File: src/rtl/pd_seq_pkg.sv
package pd_seq_pkg;

    // bit positions of the domain control word
    localparam int CTL_RSTN = 0;
    localparam int CTL_ISO  = 1;
    localparam int CTL_PWR1 = 2;
    localparam int CTL_PWR2 = 3;
    localparam int CTL_CKD  = 4;

    localparam logic [4:0] CTL_OFF = 5'b10010;

    typedef enum logic [4:0] {
        S_IDLE,
        S_U_PWR1, S_U_PWR2, S_U_WPWR, S_U_CLK, S_U_ISO, S_U_RST,
        S_U_SRAM, S_U_WSRAM, S_U_FWAIT, S_U_BP, S_U_WBP,
        S_D_BP, S_D_WBP, S_D_SRAM, S_D_WSRAM, S_D_ISO, S_D_RST,
        S_D_CLK, S_D_PWR1, S_D_PWR2, S_D_WPWR
    } seq_state_e;

endpackage

File: src/rtl/pd_poll_tick.sv
module pd_poll_tick #(
    parameter int PERIOD = 500
) (
    input  logic clk,
    input  logic rst_n,
    output logic tick
);
    localparam int CW = (PERIOD > 1) ? $clog2(PERIOD) : 1;
    localparam logic [CW-1:0] LAST = CW'(PERIOD - 1);

    generate
        if (PERIOD <= 1) begin : g_every
            assign tick = 1'b1;
        end else begin : g_div
            logic [CW-1:0] cnt_q;
            always_ff @(posedge clk or negedge rst_n) begin
                if (!rst_n)            cnt_q <= '0;
                else if (cnt_q == LAST) cnt_q <= '0;
                else                   cnt_q <= cnt_q + 1'b1;
            end
            assign tick = (cnt_q == LAST);
        end
    endgenerate
endmodule

File: src/rtl/pd_pwr_status.sv
module pd_pwr_status (
    input  logic ack_a,
    input  logic ack_b,
    output logic is_on,
    output logic is_off
);
    // a disagreement between the switches means a transition: neither flag
    assign is_on  = ack_a & ack_b;
    assign is_off = ~ack_a & ~ack_b;
endmodule

File: src/rtl/pd_sram_ack_eval.sv
module pd_sram_ack_eval #(
    parameter int W = 4
) (
    input  logic [W-1:0] ack,
    input  logic [W-1:0] mask,
    output logic         all_low,
    output logic         all_high
);
    assign all_low  = ((ack & mask) == '0);
    assign all_high = ((ack & mask) == mask);
endmodule

File: src/rtl/pd_sequencer.sv
module pd_sequencer
    import pd_seq_pkg::*;
#(
    parameter int CYCLES_PER_US = 50,
    parameter int POLL_US       = 10,
    parameter int TIMEOUT_US    = 1000000,
    parameter int FWAIT_US      = 12000,
    parameter int SRAM_W        = 4
) (
    input  logic              clk,
    input  logic              rst_n,
    input  logic              req_go,
    input  logic              req_on,
    input  logic [SRAM_W-1:0] cfg_sram_mask,
    input  logic [SRAM_W-1:0] cfg_ack_mask,
    input  logic              cfg_fwait,
    input  logic              cfg_bus_prot,
    input  logic              err_clr,
    input  logic              pwr_ack,
    input  logic              pwr_ack2,
    input  logic [SRAM_W-1:0] sram_ack,
    input  logic              bus_prot_ack,
    output logic [4:0]        pd_ctl,
    output logic [SRAM_W-1:0] sram_pdn,
    output logic              bus_prot_req,
    output logic              done,
    output logic              busy,
    output logic              dom_on,
    output logic              dom_off,
    output logic              timeout_err
);
    localparam int POLL_CYC  = CYCLES_PER_US * POLL_US;
    localparam int TO_POLLS  = (TIMEOUT_US / POLL_US > 1) ? TIMEOUT_US / POLL_US : 1;
    localparam int FW_CYC    = (CYCLES_PER_US * FWAIT_US > 1) ? CYCLES_PER_US * FWAIT_US : 1;
    localparam int PW        = $clog2(TO_POLLS + 1);
    localparam int FW        = $clog2(FW_CYC + 1);
    localparam logic [PW-1:0] POLL_LAST = PW'(TO_POLLS - 1);
    localparam logic [FW-1:0] FW_LOAD   = FW'(FW_CYC - 1);

    typedef struct packed {
        seq_state_e        st;
        logic [4:0]        ctl;
        logic [SRAM_W-1:0] sram;
        logic              bp;
        logic              done;
        logic              err;
        logic [PW-1:0]     polls;
        logic [FW-1:0]     fwc;
        logic [SRAM_W-1:0] m_sram;
        logic [SRAM_W-1:0] m_ack;
        logic              fwait;
        logic              bpen;
    } seq_t;

    seq_t q, d;

    logic tick, st_on, st_off, sr_low, sr_high;
    logic       wait_st, cond;
    seq_state_e nxt;

    pd_poll_tick #(.PERIOD(POLL_CYC)) u_tick (
        .clk(clk), .rst_n(rst_n), .tick(tick)
    );

    pd_pwr_status u_stat (
        .ack_a(pwr_ack), .ack_b(pwr_ack2), .is_on(st_on), .is_off(st_off)
    );

    pd_sram_ack_eval #(.W(SRAM_W)) u_sram (
        .ack(sram_ack), .mask(q.m_ack), .all_low(sr_low), .all_high(sr_high)
    );

    always_comb begin
        d       = q;
        d.done  = 1'b0;
        wait_st = 1'b0;
        cond    = 1'b0;
        nxt     = q.st;
        if (err_clr) d.err = 1'b0;
        case (q.st)
            S_IDLE: if (req_go && !q.err) begin
                d.m_sram = cfg_sram_mask;
                d.m_ack  = cfg_ack_mask;
                d.fwait  = cfg_fwait;
                d.bpen   = cfg_bus_prot;
                d.polls  = '0;
                if (req_on) begin
                    if (st_on) d.done = 1'b1;
                    else       d.st   = S_U_PWR1;
                end else begin
                    if (st_off)            d.done = 1'b1;
                    else if (cfg_bus_prot) d.st   = S_D_BP;
                    else                   d.st   = S_D_SRAM;
                end
            end
            // ---- power-up ----
            S_U_PWR1:  begin d.ctl[CTL_PWR1] = 1'b1; d.st = S_U_PWR2; end
            S_U_PWR2:  begin d.ctl[CTL_PWR2] = 1'b1; d.st = S_U_WPWR; end
            S_U_WPWR:  begin wait_st = 1'b1; cond = st_on; nxt = S_U_CLK; end
            S_U_CLK:   begin d.ctl[CTL_CKD]  = 1'b0; d.st = S_U_ISO; end
            S_U_ISO:   begin d.ctl[CTL_ISO]  = 1'b0; d.st = S_U_RST; end
            S_U_RST:   begin d.ctl[CTL_RSTN] = 1'b1; d.st = S_U_SRAM; end
            S_U_SRAM: begin
                d.sram = q.sram & ~q.m_sram;
                d.fwc  = FW_LOAD;
                d.st   = q.fwait ? S_U_FWAIT : S_U_WSRAM;
            end
            S_U_WSRAM: begin wait_st = 1'b1; cond = sr_low;
                             nxt = q.bpen ? S_U_BP : S_IDLE; end
            S_U_FWAIT: begin
                if (q.fwc == '0) d.st  = q.bpen ? S_U_BP : S_IDLE;
                else             d.fwc = q.fwc - 1'b1;
                if (q.fwc == '0 && !q.bpen) d.done = 1'b1;
            end
            S_U_BP:    begin d.bp = 1'b0; d.st = S_U_WBP; end
            S_U_WBP:   begin wait_st = 1'b1; cond = !bus_prot_ack; nxt = S_IDLE; end
            // ---- power-down ----
            S_D_BP:    begin d.bp = 1'b1; d.st = S_D_WBP; end
            S_D_WBP:   begin wait_st = 1'b1; cond = bus_prot_ack; nxt = S_D_SRAM; end
            S_D_SRAM:  begin d.sram = q.sram | q.m_sram; d.st = S_D_WSRAM; end
            S_D_WSRAM: begin wait_st = 1'b1; cond = sr_high; nxt = S_D_ISO; end
            S_D_ISO:   begin d.ctl[CTL_ISO]  = 1'b1; d.st = S_D_RST; end
            S_D_RST:   begin d.ctl[CTL_RSTN] = 1'b0; d.st = S_D_CLK; end
            S_D_CLK:   begin d.ctl[CTL_CKD]  = 1'b1; d.st = S_D_PWR1; end
            S_D_PWR1:  begin d.ctl[CTL_PWR1] = 1'b0; d.st = S_D_PWR2; end
            S_D_PWR2:  begin d.ctl[CTL_PWR2] = 1'b0; d.st = S_D_WPWR; end
            S_D_WPWR:  begin wait_st = 1'b1; cond = st_off; nxt = S_IDLE; end
            default:   d.st = S_IDLE;
        endcase

        if (wait_st && tick) begin
            if (cond) begin
                d.st    = nxt;
                d.polls = '0;
                if (nxt == S_IDLE) d.done = 1'b1;
            end else if (q.polls == POLL_LAST) begin
                d.err   = 1'b1;
                d.st    = S_IDLE;
                d.polls = '0;
            end else begin
                d.polls = q.polls + 1'b1;
            end
        end
    end

    always_ff @(posedge clk or negedge rst_n) begin
        if (!rst_n) begin
            q        <= '0;
            q.st     <= S_IDLE;
            q.ctl    <= CTL_OFF;
            q.sram   <= '1;
            q.bp     <= 1'b1;
        end else begin
            q <= d;
        end
    end

    assign pd_ctl       = q.ctl;
    assign sram_pdn     = q.sram;
    assign bus_prot_req = q.bp;
    assign done         = q.done;
    assign busy         = (q.st != S_IDLE);
    assign dom_on       = st_on;
    assign dom_off      = st_off;
    assign timeout_err  = q.err;
endmodule

File: config.mk
export PLATFORM = sky130hd
export DESIGN_NAME = pd_sequencer
export DESIGN_NICKNAME = d
export VERILOG_FILES = /design/src/rtl/pd_seq_pkg.sv /design/src/rtl/pd_poll_tick.sv /design/src/rtl/pd_pwr_status.sv /design/src/rtl/pd_sram_ack_eval.sv /design/src/rtl/pd_sequencer.sv
export SDC_FILE = /design/constraint.sdc
export NUM_CORES = 1
export LEC_CHECK = 0
export CAP_MARGIN = 20
export CORE_UTILIZATION = 45
export CTS_CLUSTER_SIZE = 25
export DETAILED_ROUTE_END_ITERATION = 8
export DONT_BUFFER_PORTS = 1
export GPL_TIMING_DRIVEN = 0
export HOLD_SLACK_MARGIN = 0.06
export SETUP_SLACK_MARGIN = 0.5
export SLEW_MARGIN = 20
export SYNTH_ARGS = -nofsm -noshare
export SYNTH_HDL_FRONTEND = slang
export SYNTH_SLANG_ARGS = --single-unit
File: constraint.sdc
create_clock -name clk -period 1.9 [get_ports clk]
set_clock_uncertainty 0.05 [all_clocks]
set_input_delay 0.38 -clock clk [delete_from_list [all_inputs] [get_ports clk]]
set_output_delay 0.38 -clock clk [all_outputs]
set_load 0.005 [all_outputs]
==> flow_summary_export.csv <==
group,metric,value,unit
synthesis,synth_nets,500,
synthesis,ys_types,77,
floorplanning,rows,35,
grt,track_usage,0.253,
synthesis,ys_warn_count,0,
synthesis,synth_fa_ha_area_frac,0.0112,
timing,timing.hold.ws,-0.345,ns
timing,timing.final.ws_setup,-0.266,ns
drt,drc,0,
timing,maxSlewViolCount,0,
synthesis,ys_async_sr_fraction,1.00,
synthesis,synth_compound_area_frac,0.169,
worst_setup_path,cp-start-kind,"flip-flop",
timing,period_share,1.14,
layout,final_area,6520,um^2
status,violations,"hold timing, setup timing",
worst_setup_path,worstSetupPathType,"flip-flop to flip-flop",
grt,grt_max_degree,74,
layout,nets,591,
synthesis,synth-simple-area-share,0.279,
place,place_hpwl,7710,um
worst_setup_path,endpoint_kind,"flip-flop",
synthesis,synth_area,4460,um^2
synthesis,synth_flop_cell,"dfrtp_1",
floorplanning,die_h,102,um
grt,grt_pass1_wl,20000,um
synthesis,synth_xor_area_frac,0.0393,
worst_setup_path,required,2.10,ns
layout,area_growth,46.2,%
floorplanning,ioPinCount,37,
synthesis,ys_ff_latch,73,
floorplanning,start_util,0.474,
grt,grt_pass1_vias,3876,
synthesis,synth.avg_cell_area,9.41,um^2
timing,rsz0062_at_grt,"yes",
synthesis,synth_top_family_by_area,"simple AND/OR/NAND/NOR gates",
place,dpl-instance-area,4730,um^2
drt,drt_pass1_iterations,7,
clock_tree,cts_num_sinks,73,
drt,num_vias,4303,
power,p_per_area,773,nW/um^2
floorplanning,dieWidth,102,um
synthesis,muxShareOfSynthArea,0.0320,
drt,drt_wl_total,13900,um
worst_setup_path,path_max_fanout,6,
clock_tree,cts.clk_slew.worst_paths,0.09,ns
layout,layout-drive-gt1-share,0.470,
clock_tree,cts_made_buffers,9,
timing,slew_headroom,0.615,
timing,setup_viol,54,
floorplanning,dieArea,10300,um^2
layout,final_core_util,0.692,
synthesis,yosysSeqAreaShare,0.412,
drt,routedWlPerCell,19.8,um
place,place.gp.congestion,0.914,
worst_setup_path,cp.arrival,2.36,ns
grt,gr-total-overflow,0,
power,power.leakage,2.58,nW
drt,viasPerCell,6.15,
clock_tree,cts_buffer_depth,2,
timing,worst_pin_slew,0.575,ns
status,status,"finished, violations left",
hold_path,hold_path.class,"input port to asynchronous set/reset pin",
drt,ant_nets,0,
place,port_buffers,0,
synthesis,synth-edff-count,0,
power,vdd_drop_max,0.705,mV
clock_tree,htreeDepth,3,
timing,clock.fmax,462,MHz
floorplanning,core,9420,um^2
job,cap_violations,0,
timing,hold_violations,73,
synthesis,syn_inst,474,
clock_tree,tritoncts,"done",
timing,period_minus_slack,2.17,ns
clock_tree,insertion_delay,0.36,ns
grt,antenna_found_initial,1,
drt,first_iter_violations,240,
clock_tree,root_buffer,"clkbuf_8",
## registers in the layout, summed over array words and instances (netlist names), named ones only
register / count
timeout_err: 1
q: 52
u_tick.g_div.cnt_q: 9
done: 1
pd_ctl: 5
bus_prot_req: 1
## final cells by class
cell class / instances / area, um^2
Timing Repair Buffer: 80 / 798
Tap cell: 129 / 161
Sequential cell: 73 / 1840
Inverter: 13 / 55.1
Antenna cell: 1 / 2.50
Clock inverter: 6 / 35.0
Fill cell: 670 / 2900
Multi-Input combinational cell: 351 / 3130
Buffer: 37 / 370
Clock buffer: 10 / 128
## per-stage QoR
stage	TNS [ns]	total power (W)	hold slack (ns)	setup slack [ns]	std cells
global route	-10.65	0.00526	-0.361	-0.333	700
floorplan	-0.120	0.00308	0.0344	-0.0275	474
detailed placement	-12.19	0.00334	0.0375	-0.426	603
finish	-7.13	0.00504	-0.345	-0.266	700
CTS	-5.77	0.00477	-0.347	-0.249	668
global placement	-9.90	0.00329	0.0370	-0.380	603
## routing by layer
metal / wire length (um) / up-vias / global-route usage
met5: 0 / - / 0
met4: 323 / 0 / 0.0736
met3: 965 / 29 / 0.0669
met2: 6740 / 154 / 0.402
met1: 5820 / 2171 / 0.341
li1: - / 1949 / -
## power breakdown
group | switching [W] | total (W) | internal, W
sequential | 0.000417 | 0.00233 | 0.00191
clock | 0.000632 | 0.00110 | 0.000466
combinational | 0.000779 | 0.00162 | 0.000837
## cell usage in the layout (no fill, tap or decap), drive strengths merged, types with 7 or more instances in the layout
cell      n
mux2     10
nor2     28
clkbuf   21
nand4    15
nor3     18
nor2b    10
o21ai    14
xnor2    14
buf     105
nand3    44
a21oi    26
dfrtp    66
dfstp     7
inv      12
nand2    46
a211oi    8
## Yosys cell counts, types with 3 or more instances
master / instances / area [um^2]
buf_2: 6 / 30.0
nor4_1: 3 / 18.8
mux2i_1: 3 / 30.0
o32ai_1: 5 / 43.8
nand3_1: 42 / 210
o31ai_1: 3 / 22.5
buf_4: 12 / 90.1
xnor2_1: 14 / 123
nor4b_1: 3 / 26.3
a21oi_2: 3 / 26.3
a22o_1: 5 / 43.8
ha_1: 4 / 50.1
nand2_1: 45 / 169
and3_1: 5 / 31.3
nor2_1: 28 / 105
or4_1: 4 / 30.0
and2_1: 3 / 18.8
dfstp_2: 7 / 184
inv_1: 12 / 45.0
a211oi_1: 8 / 60.1
o21ai_0: 10 / 50.1
dfrtp_1: 66 / 1650
o21ai_1: 3 / 15.0
a21oi_1: 23 / 115
nand4_1: 14 / 87.6
nor4bb_1: 3 / 30.0
nand2b_1: 3 / 18.8
or3_1: 3 / 18.8
and4_1: 5 / 43.8
clkbuf_1: 15 / 56.3
mux2_2: 10 / 113
nor2b_1: 10 / 62.6
a2111oi_2: 3 / 45.0
nor3_1: 17 / 85.1
a31oi_1: 6 / 37.5
o22ai_1: 3 / 18.8
o2111ai_1: 3 / 26.3
o2bb2ai_1: 6 / 52.6
xor2_1: 6 / 52.6
nand4b_1: 5 / 43.8
## what timing repair did
item / 4_1_cts / 5_1_grt
buffers inserted: 47 / 27
gates resized for setup: 122 / 104
setup endpoints to repair: 77 / 78
endpoints found under the hold margin: 73 / 74
pin swaps: 27 / 34
cloned: 2 / 3
## final timing paths
kind                            from                    endpoint  slack [ns]  cells after the start
hold reg to reg                q[30]                       q[30]        0.47                      1
min in group clk           cfg_fwait                        q[1]        0.12                      1
setup / recovery               q[61]                       q[60]       -0.27                      9
max in group asynchronous      rst_n  asynchronous set/reset pin        1.89                      0
hold / removal                 rst_n                   pd_ctl[3]       -0.35                      0
setup reg to reg               q[61]                       q[60]       -0.27                      9
## cells by family after synthesis
kind of cell	after synthesis
adders and majority gates	4
buffers and inverters	50
AOI/OAI and AO/OA	101
DFF	73
xor gates and xnor gates	20
muxes	13
and+or+nand+nor	213
## worst max-delay path, cell delays in order (launching register included)
cell and delay (ns):
dfrtp_1 0.37, buf_6 0.13, buf_6 0.11, buf_6 0.11
nor4_4 0.28, buf_4 0.19, nand3_4 0.10, or4_1 0.42
and3_4 0.20, o32ai_4 0.11
No activity file was read; power rests on OpenSTA's default activity.
